==> src/rtl/fsk4_pkg.sv <==
package fsk4_pkg;
  localparam int unsigned NREF = 4;  // slow-I, slow-Q, fast-I, fast-Q
  localparam int unsigned NIN  = 2;  // I, Q
  localparam int unsigned NACC = NIN * NREF;

  typedef enum logic [1:0] {
    TONE_UP_FAST = 2'd0,
    TONE_UP_SLOW = 2'd1,
    TONE_DN_SLOW = 2'd2,
    TONE_DN_FAST = 2'd3
  } tone_idx_e;

  function automatic logic [1:0] tone_code(input tone_idx_e t);
    case (t)
      TONE_UP_FAST: tone_code = 2'b10;
      TONE_UP_SLOW: tone_code = 2'b11;
      TONE_DN_SLOW: tone_code = 2'b01;
      default:      tone_code = 2'b00;
    endcase
  endfunction
endpackage

==> src/rtl/fsk4_ref_gen.sv <==
module fsk4_ref_gen #(
  parameter int unsigned SPS = 88,
  localparam int unsigned PW = $clog2(SPS)
) (
  input  logic          clk_i,
  input  logic          rst_ni,
  input  logic          sym_start_i,
  output logic [PW-1:0] phase_o,
  output logic [3:0]    ref_o
);
  localparam int unsigned HALF1 = SPS / 2;
  localparam int unsigned QTR1  = SPS / 4;
  localparam int unsigned HALF2 = SPS / 4;
  localparam int unsigned QTR2  = SPS / 8;

  logic [PW-1:0] cnt_q, ph, ph2;

  assign ph = sym_start_i ? '0 : cnt_q;
  assign ph2 = (ph >= PW'(HALF1)) ? ph - PW'(HALF1) : ph;

  always_ff @(posedge clk_i or negedge rst_ni) begin
    if (!rst_ni) cnt_q <= '0;
    else if (ph == PW'(SPS - 1)) cnt_q <= '0;
    else cnt_q <= ph + PW'(1);
  end

  assign ref_o[0] = ph < PW'(HALF1);
  assign ref_o[1] = (ph >= PW'(QTR1)) && (ph < PW'(QTR1 + HALF1));
  assign ref_o[2] = ph2 < PW'(HALF2);
  assign ref_o[3] = (ph2 >= PW'(QTR2)) && (ph2 < PW'(QTR2 + HALF2));
  assign phase_o = cnt_q;
endmodule

==> src/rtl/fsk4_acc.sv <==
module fsk4_acc #(
  parameter int unsigned CW = 8
) (
  input  logic                 clk_i,
  input  logic                 rst_ni,
  input  logic                 clr_i,
  input  logic                 agree_i,
  output logic signed [CW-1:0] coef_o
);
  localparam logic signed [CW-1:0] SAT_HI = {1'b0, {(CW-1){1'b1}}};
  localparam logic signed [CW-1:0] SAT_LO = -SAT_HI;

  logic signed [CW-1:0] base, nxt;

  assign base = clr_i ? '0 : coef_o;

  always_comb begin
    if (agree_i) nxt = (base == SAT_HI) ? base : base + CW'(1);
    else         nxt = (base == SAT_LO) ? base : base - CW'(1);
  end

  always_ff @(posedge clk_i or negedge rst_ni) begin
    if (!rst_ni) coef_o <= '0;
    else coef_o <= nxt;
  end
endmodule

==> src/rtl/fsk4_decide.sv <==
module fsk4_decide
  import fsk4_pkg::*;
#(
  parameter int unsigned CW = 8
) (
  input  logic                       clk_i,
  input  logic                       rst_ni,
  input  logic                       dump_i,
  input  logic [NACC-1:0][CW-1:0]    coef_i,
  output logic [1:0]                 decision_o,
  output logic                       valid_o
);
  localparam int unsigned SW = CW + 1;
  localparam int unsigned EW = CW + 2;

  function automatic logic [SW-1:0] mag(input logic signed [SW-1:0] v);
    mag = v[SW-1] ? -v : v;
  endfunction

  logic [1:0][EW-1:0] e_up, e_dn;

  for (genvar f = 0; f < 2; f++) begin : g_rate
    logic signed [SW-1:0] ii, iq, qi, qq;
    assign ii = SW'($signed(coef_i[2*f]));
    assign iq = SW'($signed(coef_i[2*f+1]));
    assign qi = SW'($signed(coef_i[NREF+2*f]));
    assign qq = SW'($signed(coef_i[NREF+2*f+1]));
    assign e_up[f] = EW'(mag(ii + qq)) + EW'(mag(qi - iq));
    assign e_dn[f] = EW'(mag(ii - qq)) + EW'(mag(qi + iq));
  end

  logic [3:0][EW-1:0] cand;
  assign cand[TONE_UP_FAST] = e_up[1];
  assign cand[TONE_UP_SLOW] = e_up[0];
  assign cand[TONE_DN_SLOW] = e_dn[0];
  assign cand[TONE_DN_FAST] = e_dn[1];

  tone_idx_e best;
  always_comb begin
    best = TONE_UP_FAST;
    for (int k = 1; k < 4; k++)
      if (cand[k] > cand[best]) best = tone_idx_e'(k);
  end

  always_ff @(posedge clk_i or negedge rst_ni) begin
    if (!rst_ni) begin
      decision_o <= 2'b00;
      valid_o    <= 1'b0;
    end else begin
      valid_o <= dump_i;
      if (dump_i) decision_o <= tone_code(best);
    end
  end
endmodule

==> src/rtl/fsk4_corr_det.sv <==
module fsk4_corr_det
  import fsk4_pkg::*;
#(
  parameter int unsigned SPS = 88,
  parameter int unsigned CW  = 8
) (
  input  logic       clk_i,
  input  logic       rst_ni,
  input  logic       i_bit_i,
  input  logic       q_bit_i,
  input  logic       sym_start_i,
  output logic [1:0] decision_o,
  output logic       valid_o
);
  localparam int unsigned PW = $clog2(SPS);

  logic [PW-1:0]          phase_q;
  logic [NREF-1:0]        refs;
  logic [NACC-1:0][CW-1:0] coef;
  logic [NIN-1:0]         bits;

  assign bits = {q_bit_i, i_bit_i};

  fsk4_ref_gen #(.SPS(SPS)) u_ref (
    .clk_i       (clk_i),
    .rst_ni      (rst_ni),
    .sym_start_i (sym_start_i),
    .phase_o     (phase_q),
    .ref_o       (refs)
  );

  for (genvar n = 0; n < NIN; n++) begin : g_in
    for (genvar r = 0; r < NREF; r++) begin : g_ref
      logic signed [CW-1:0] c;
      fsk4_acc #(.CW(CW)) u_acc (
        .clk_i   (clk_i),
        .rst_ni  (rst_ni),
        .clr_i   (sym_start_i),
        .agree_i (bits[n] == refs[r]),
        .coef_o  (c)
      );
      assign coef[n*NREF+r] = c;
    end
  end

  fsk4_decide #(.CW(CW)) u_dec (
    .clk_i      (clk_i),
    .rst_ni     (rst_ni),
    .dump_i     (sym_start_i),
    .coef_i     (coef),
    .decision_o (decision_o),
    .valid_o    (valid_o)
  );
endmodule

==> config.mk <==
export PLATFORM = sky130hd
export DESIGN_NAME = fsk4_corr_det
export DESIGN_NICKNAME = d
export VERILOG_FILES = /design/src/rtl/fsk4_pkg.sv /design/src/rtl/fsk4_ref_gen.sv /design/src/rtl/fsk4_acc.sv /design/src/rtl/fsk4_decide.sv /design/src/rtl/fsk4_corr_det.sv
export SDC_FILE = /design/constraint.sdc
export NUM_CORES = 1
export LEC_CHECK = 0
export BUFFER_PORTS_ARGS = -buffer_cell sky130_fd_sc_hd__buf_2
export CORE_ASPECT_RATIO = 0.6
export CORE_MARGIN = 10
export CORE_UTILIZATION = 60
export CTS_CLUSTER_SIZE = 8
export DETAILED_ROUTE_END_ITERATION = 8
export PLACE_DENSITY_LB_ADDON = 0.3
export SLEW_MARGIN = 10
export SYNTH_ARGS = -nofsm -noshare
export SYNTH_HDL_FRONTEND = slang
export SYNTH_SLANG_ARGS = --single-unit
export TNS_END_PERCENT = 20
==> constraint.sdc <==
create_clock -name clk_i -period 9.7 [get_ports clk_i]
set_input_delay 0.485 -clock clk_i [delete_from_list [all_inputs] [get_ports clk_i]]
set_output_delay 0.485 -clock clk_i [all_outputs]
set_load 0.05 [all_outputs]
; ---- Word level (Yosys, flattened, before mapping)
; Cells that the tools add are included.
[classes]
addsub = 38
order_cmp = 12
n_eq_ne = 27
n_mux = 51
n_reduce_logical = 3
[ops]
columns = op, count
row1 = 8-bit 2-to-1 mux, 32
row2 = 8-bit equality test (second input constant), 16
row3 = 9-bit 2-to-1 mux, 8
row4 = 9-bit negation, 8
row5 = 8-bit by 2-bit adder with 8-bit output (second input constant), 8
row6 = 8-bit by 2-bit subtractor with 8-bit output (second input constant), 8
row7 = 9-bit by 9-bit adder with 10-bit output, 4
row8 = 10-bit binary-select mux with 2-bit select, 2
row9 = 8-bit by 8-bit adder with 9-bit output, 4
row10 = 8-bit by 8-bit subtractor with 9-bit output, 4
row11 = 10-bit greater-than comparator, 3
row12 = 7-bit 2-to-1 mux, 3
row13 = 10-bit 2-to-1 mux, 2
row14 = 7-bit by 6-bit less-than comparator with 1-bit output (second input constant), 2
row15 = 1-bit equality test, 8
row16 = 7-bit by 1-bit adder with 7-bit output (second input constant), 1
row17 = 7-bit equality test (second input constant), 1
row18 = 7-bit by 4-bit greater-or-equal comparator with 1-bit output (second input constant), 1
row19 = 7-bit by 5-bit greater-or-equal comparator with 1-bit output (second input constant), 1
row20 = 7-bit by 6-bit greater-or-equal comparator with 1-bit output (second input constant), 1
row21 = 7-bit by 5-bit less-than comparator with 1-bit output (second input constant), 1
row22 = 7-bit less-than comparator (second input constant), 1
row23 = 7-bit by 6-bit subtractor with 7-bit output (second input constant), 1
row24 = 2-bit one-hot mux with 3 select lines, 1
row25 = 8 further kinds, 10
[word_totals]
register_bits = 74
output_inout_bits = 3
wordCells = 142

; ---- Longest topological paths before layout
[logic_depth]
word_depth = 16
depth_mapped = 47
depth_no_buf = 46

; ---- Cells and area by module
; From an unflattened synthesis, not the netlist that was laid out.
[unflattened]
cells_unflattened = 1611
area_unflattened_um2 = 12831.1
[modules_own_cells]
columns = mod, instances, cells_each, area_each_um2
row1 = fsk4_decide, 1, 801, 6115.9
row2 = fsk4_acc, 8, 89, 738.2
row3 = fsk4_ref_gen, 1, 88, 723.2
row4 = fsk4_corr_det, 1, 10, 86.3

; ---- Worst setup path after synthesis
; No wires, ideal clock.
[synth_timing]
path_type = reg-to-reg
start = register g_in[1].g_ref[2].u_acc.coef_o[0]
end = register u_dec.decision_o[1]
setup_ps = 132
arrival_ps = 8079
required_ps = 9568
slack_ps = 1489
stages_incl_launch_ff = 42
period_less_slack_ps = 8211
cell_sequence = dfrtp_1 > inv_1 > ha_1 > inv_1 > fa_1 > a21o_1 > a21oi_1 > nor2_1 > o21a_1 > o21ai_0 > a31o_2 > nand2_1 > o21ai_0 > ha_1 > a21o_1 > a21oi_1 > nor2b_1 > o21a_1 > (+6 left out) > a211o_1 > buf_1 > mux2i_1 > ha_1 > a21o_1 > a21o_1 > a2111oi_0 > a31oi_1 > clkbuf_1 > o21a_1 > ha_1 > o21a_1 > o21ai_0 > nand2b_1 > a21oi_1 > o211a_1 > o31ai_1 > o2bb2ai_1
[synth_via]
elab_chain_len = 16
elab_cells_between_ends = 22
[synth_rtl]
columns = element, line
row1 = "start, declared", fsk4_acc.sv:8  ; output logic signed [CW-1:0] coef_o
row2 = "start signal, assigned", fsk4_acc.sv:24  ; else coef_o <= nxt;
row3 = 8-bit by 8-bit subtractor with 9-bit output, fsk4_decide.sv:28  ; assign e_up[f] = EW'(mag(ii + qq)) + EW'(mag(qi - iq));
row4 = 9-bit negation, fsk4_decide.sv:17  ; mag = v[SW-1] ? -v : v;
row5 = 9-bit 2-to-1 mux, fsk4_decide.sv:17
row6 = 9-bit by 9-bit adder with 10-bit output, fsk4_decide.sv:28
row7 = 10-bit greater-than comparator, fsk4_decide.sv:42  ; if (cand[k] > cand[best]) best = tone_idx_e'(k);
row8 = 1-bit 2-to-1 mux, fsk4_decide.sv:42
row9 = 10-bit binary-select mux with 2-bit select, fsk4_decide.sv:42
row10 = 10-bit 2-to-1 mux (not written as such), fsk4_decide.sv:42
row11 = 10-bit greater-than comparator, fsk4_decide.sv:42
row12 = 2-bit 2-to-1 mux, fsk4_decide.sv:42
row13 = 10-bit binary-select mux with 2-bit select, fsk4_decide.sv:42
row14 = 10-bit 2-to-1 mux (not written as such), fsk4_decide.sv:42
row15 = 10-bit greater-than comparator, fsk4_decide.sv:42
row16 = 2-bit 2-to-1 mux (*), fsk4_decide.sv:42
row17 = 2-bit equality test (tied with other cells), fsk4_pkg.sv:14  ; case (t)
row18 = 2-bit one-hot mux with 3 select lines (*), fsk4_pkg.sv:14
row19 = "end signal, assigned", fsk4_decide.sv:51  ; if (dump_i) decision_o <= tone_code(best);
row20 = "end, declared", fsk4_decide.sv:10  ; output logic [1:0] decision_o,
; Every way passes the cells marked *; elsewhere a longest branch is shown, timed or not. The select of a mux whose other input is x is not followed.
; A chain may end at the register's enable or synchronous reset.

; ---- Worst setup path after layout
[layout_timing]
start = register g_in[1].g_ref[2].u_acc.coef_o[0]
end = register u_dec.decision_o[0]
; The elaborated chain is that of the path after synthesis.

==> summary.md <==
| Metric | Value |
|---|---|
| Status | `complete, no violations` |
| Pin count of the biggest net entering global routing | `75` |
| Final setup violation count | `0` |
| Via/cell ratio | `between 6 and 7` |
| Global-route track usage on met1 | `35.5%` |
| CTS tree | `done` |
| I/O pins | `8` |
| Post-CTS Hold Buffers | `0` |
| DPL Wire Length | `23,600 microns` |
| Fillers | `around 1,600` |
| Drt wl/cell | `about 17 microns` |
| Buffers & Inverters on Critical Path | `3` |
| Hold Path Class | `input port to asynchronous set/reset pin` |
| Crit-path slowest cell | `or4_1` |
| Worst path required time | `between 9 and 10 ns` |
| Post-Synthesis Cell Area | `11,700 sq um` |
| Final Slew Violations | `0` |
| Starting Density | `61.4%` |
| DR iter-0 viols | `approximately 1,100` |
| Reg2reg start | `g_in[1].g_ref[2].u_acc.coef_o[0]` |
| Max_slew headroom | `31.8%` |
| Footprint of the multi-input gates | `around 9000 sq um` |
| Cell variety after synth | `75` |
| Slew @ Worst Pin | `1.02 ns` |
| Final nets | `between 1,500 and 2,000` |
| Met3 Use GR | `about 5.7%` |
| Fmax | `between 0.1 and 0.15 GHz` |
| FP Rows | `39` |
| Crit path DAT | `9.24 ns` |
| Design area | `roughly 12,000 sq um` |
| Number of global-route vias before repair | `9,745` |
| GRT met2 Usage | `just under 30%` |
| Layout area overhead | `4.27%` |
| Placed inst area | `11,900 sq um` |
| Syn Nets | `1,708` |
| Critical path class | `register to register` |
| Chip height | `around 130 microns` |
| YS warnings | `0` |
| GPL Wtd Cong | `0.924` |
| Die width | `roughly 200 microns` |
| Crit share post-route | `between 90% and 100%` |
| Core Util, Final | `roughly 64%` |
| Worst R2R End | `u_dec.decision_o[0]` |
| Worst Clk Skew | `0.0117 ns` |
| Resize count post-CTS | `0` |
| Synth top area share | `17.4%` |
| Worst path max stage delay | `around 0.5 ns` |
| Drt first pass iters | `6` |
| Hold Worst Slack | `0.307 ns` |
| CP delay by family, top | `compound AO/OA/AOI/OAI gates` |
| Number of synthesized register bits | `74` |
| Largest area contributor in the netlist | `ha_1` |
| Initial antenna violation count | `1` |
| Global-route wire length before repair | `roughly 50,000 microns` |
| Commonest cells post-synth | `163 x ha_1, 136 x nor2_1, 123 x xnor2_1` |
| CTS Buf Count | `9` |
| DRT antenna net count | `0` |
| Die footprint | `25,700 sq um` |
| Register area | `~1900 sq um` |
| Crit-path max FO | `13` |
| Post-synth EDFFs | `0` |
| Main area contributors after synthesis | `ha_1 17%, dfrtp_1 16%, xnor2_1 9.2%, nor2_1 4.4%, a21oi_1 4.3%` |
| Crit. End Element | `register` |
| Hold Fails Final Rpt | `0` |
| FFs w/ async S/R, synth | `100%` |
| Most frequent CP cell | `ha_1` |
| Clock Latency Late Sink | `approximately 0.36 ns` |
| Reg2Reg Setup Slack | `0.70 ns` |
| R2R depth | `42` |
| Post-CTS setup buffers | `0` |
| Worst-path clk slew | `approximately 0.07 ns` |
| Max-Cap Viols | `0` |
| WL final | `between 30,000 and 40,000 microns` |
| Mean post-synth cell area | `~7.7 sq um` |
| CTS root buf | `clkbuf_16` |
| Gr usage total | `22.8%` |
| Remaining Overflow, GRT | `0` |
| # port buffers | `7` |
| Sequential area share after synthesis | `between 10% and 20%` |
| CP Launch Type | `register` |
| CP Depth | `42` |
| Layout cells sized above 1 | `~3.8%` |
| Synth Flop Type | `dfrtp_1` |
| Clock buffer depth | `2` |
| GRT Max-Usage Layer | `met1` |
| Area of the core | `approximately 19,000 sq um` |
| Sink Count | `between 70 and 80` |
| Total number of vias | `10,981` |
| Top-count cell post-synth | `ha_1` |
| Sum of negative setup slack | `0 ns` |
| H-tree depth | `3` |
| Post-Syn Instances | `1,528` |
| DRC | `0` |
| Tmin final | `9.00 ns` |
| RSZ-0062 raised after global routing | `false` |
[through the flow]
step | instances | worst slack, ns
3_5_place_dp | 1758 | 0.612
3_3_place_gp | 1758 | 0.870
4_1_cts | 1774 | 0.565
5_1_grt | 1774 | 0.0571
2_1_floorplan | 1528 | 1.49
6_report | 1775 | 0.701
[layout make-up]
class,count,share of cell area (%)
Inverter,120,3.69
Sequential cell,74,15.2
Multi-Input combinational cell,1283,75.2
Tap cell,266,2.73
Clock inverter,6,0.410
Clock buffer,10,1.96
Antenna cell,1,0.0205
Timing Repair Buffer,15,0.799
[registers in the layout, summed over array words and instances, names as in the netlist]
| name | flops |
|---|---|
| u_dec.valid_o | 1 |
| g_in.g_ref.u_acc.coef_o | 64 |
| u_dec.decision_o | 2 |
| u_ref.phase_o | 7 |
[cells by family (layout without fill, tap and decap cells)]
group | count (synthesis) | count (layout) | synth area share [%]
multiplexers | 38 | 38 | 3.34
other | 0 | 1 | 0
AO/OA/AOI/OAI | 401 | 401 | 22.2
flip-flops | 74 | 74 | 15.8
AND/OR/NAND/NOR | 509 | 509 | 21.3
adder cells (fa/ha/maj) | 175 | 175 | 19.5
buffers and inverters | 171 | 151 | 5.86
XOR/XNOR | 160 | 160 | 12.0
[layout by cell type (no fill, tap or decap), types with 8 or more instances in the layout]
master,n
ha_1,163
o21ai_0,94
fa_1,12
nand4_1,24
nand2b_1,16
nor2_1,136
a21o_1,20
nor3b_1,11
xnor2_1,123
nor2b_1,32
mux2i_1,29
mux2_2,9
dfrtp_1,74
and3_1,18
o21a_1,33
or3_1,12
a21oi_1,100
inv_1,119
a31oi_1,24
o31ai_1,21
xor2_1,36
nor3_1,55
o31a_1,10
o22ai_1,8
nor4_1,12
nand3_1,39
o21bai_1,14
nand3b_1,8
clkbuf_16,9
nand2_1,121
buf_4,9
[how the worst max path moves through the flow]
stage	startpoint	end	slack, ns
floorplan	g_in[1].g_ref[2].u_acc.coef_o[0]	u_dec.decision_o[1]	1.49
global placement	g_in[1].g_ref[2].u_acc.coef_o[0]	u_dec.decision_o[1]	0.87
detailed placement	g_in[1].g_ref[2].u_acc.coef_o[0]	u_dec.decision_o[0]	0.61
CTS	g_in[1].g_ref[2].u_acc.coef_o[0]	u_dec.decision_o[0]	0.56
global route	g_in[1].g_ref[2].u_acc.coef_o[0]	u_dec.decision_o[1]	0.06
finish	g_in[1].g_ref[2].u_acc.coef_o[0]	u_dec.decision_o[0]	0.70
[per-layer routing]
layer	routed length, microns	share of wire, %
met4	263	0.87
met1	15500	51
met3	3330	11
met2	11100	37
met5	0	0
Power is not shown: default switching activity piles up to over one toggle a cycle in this logic, so the estimate is an artifact.
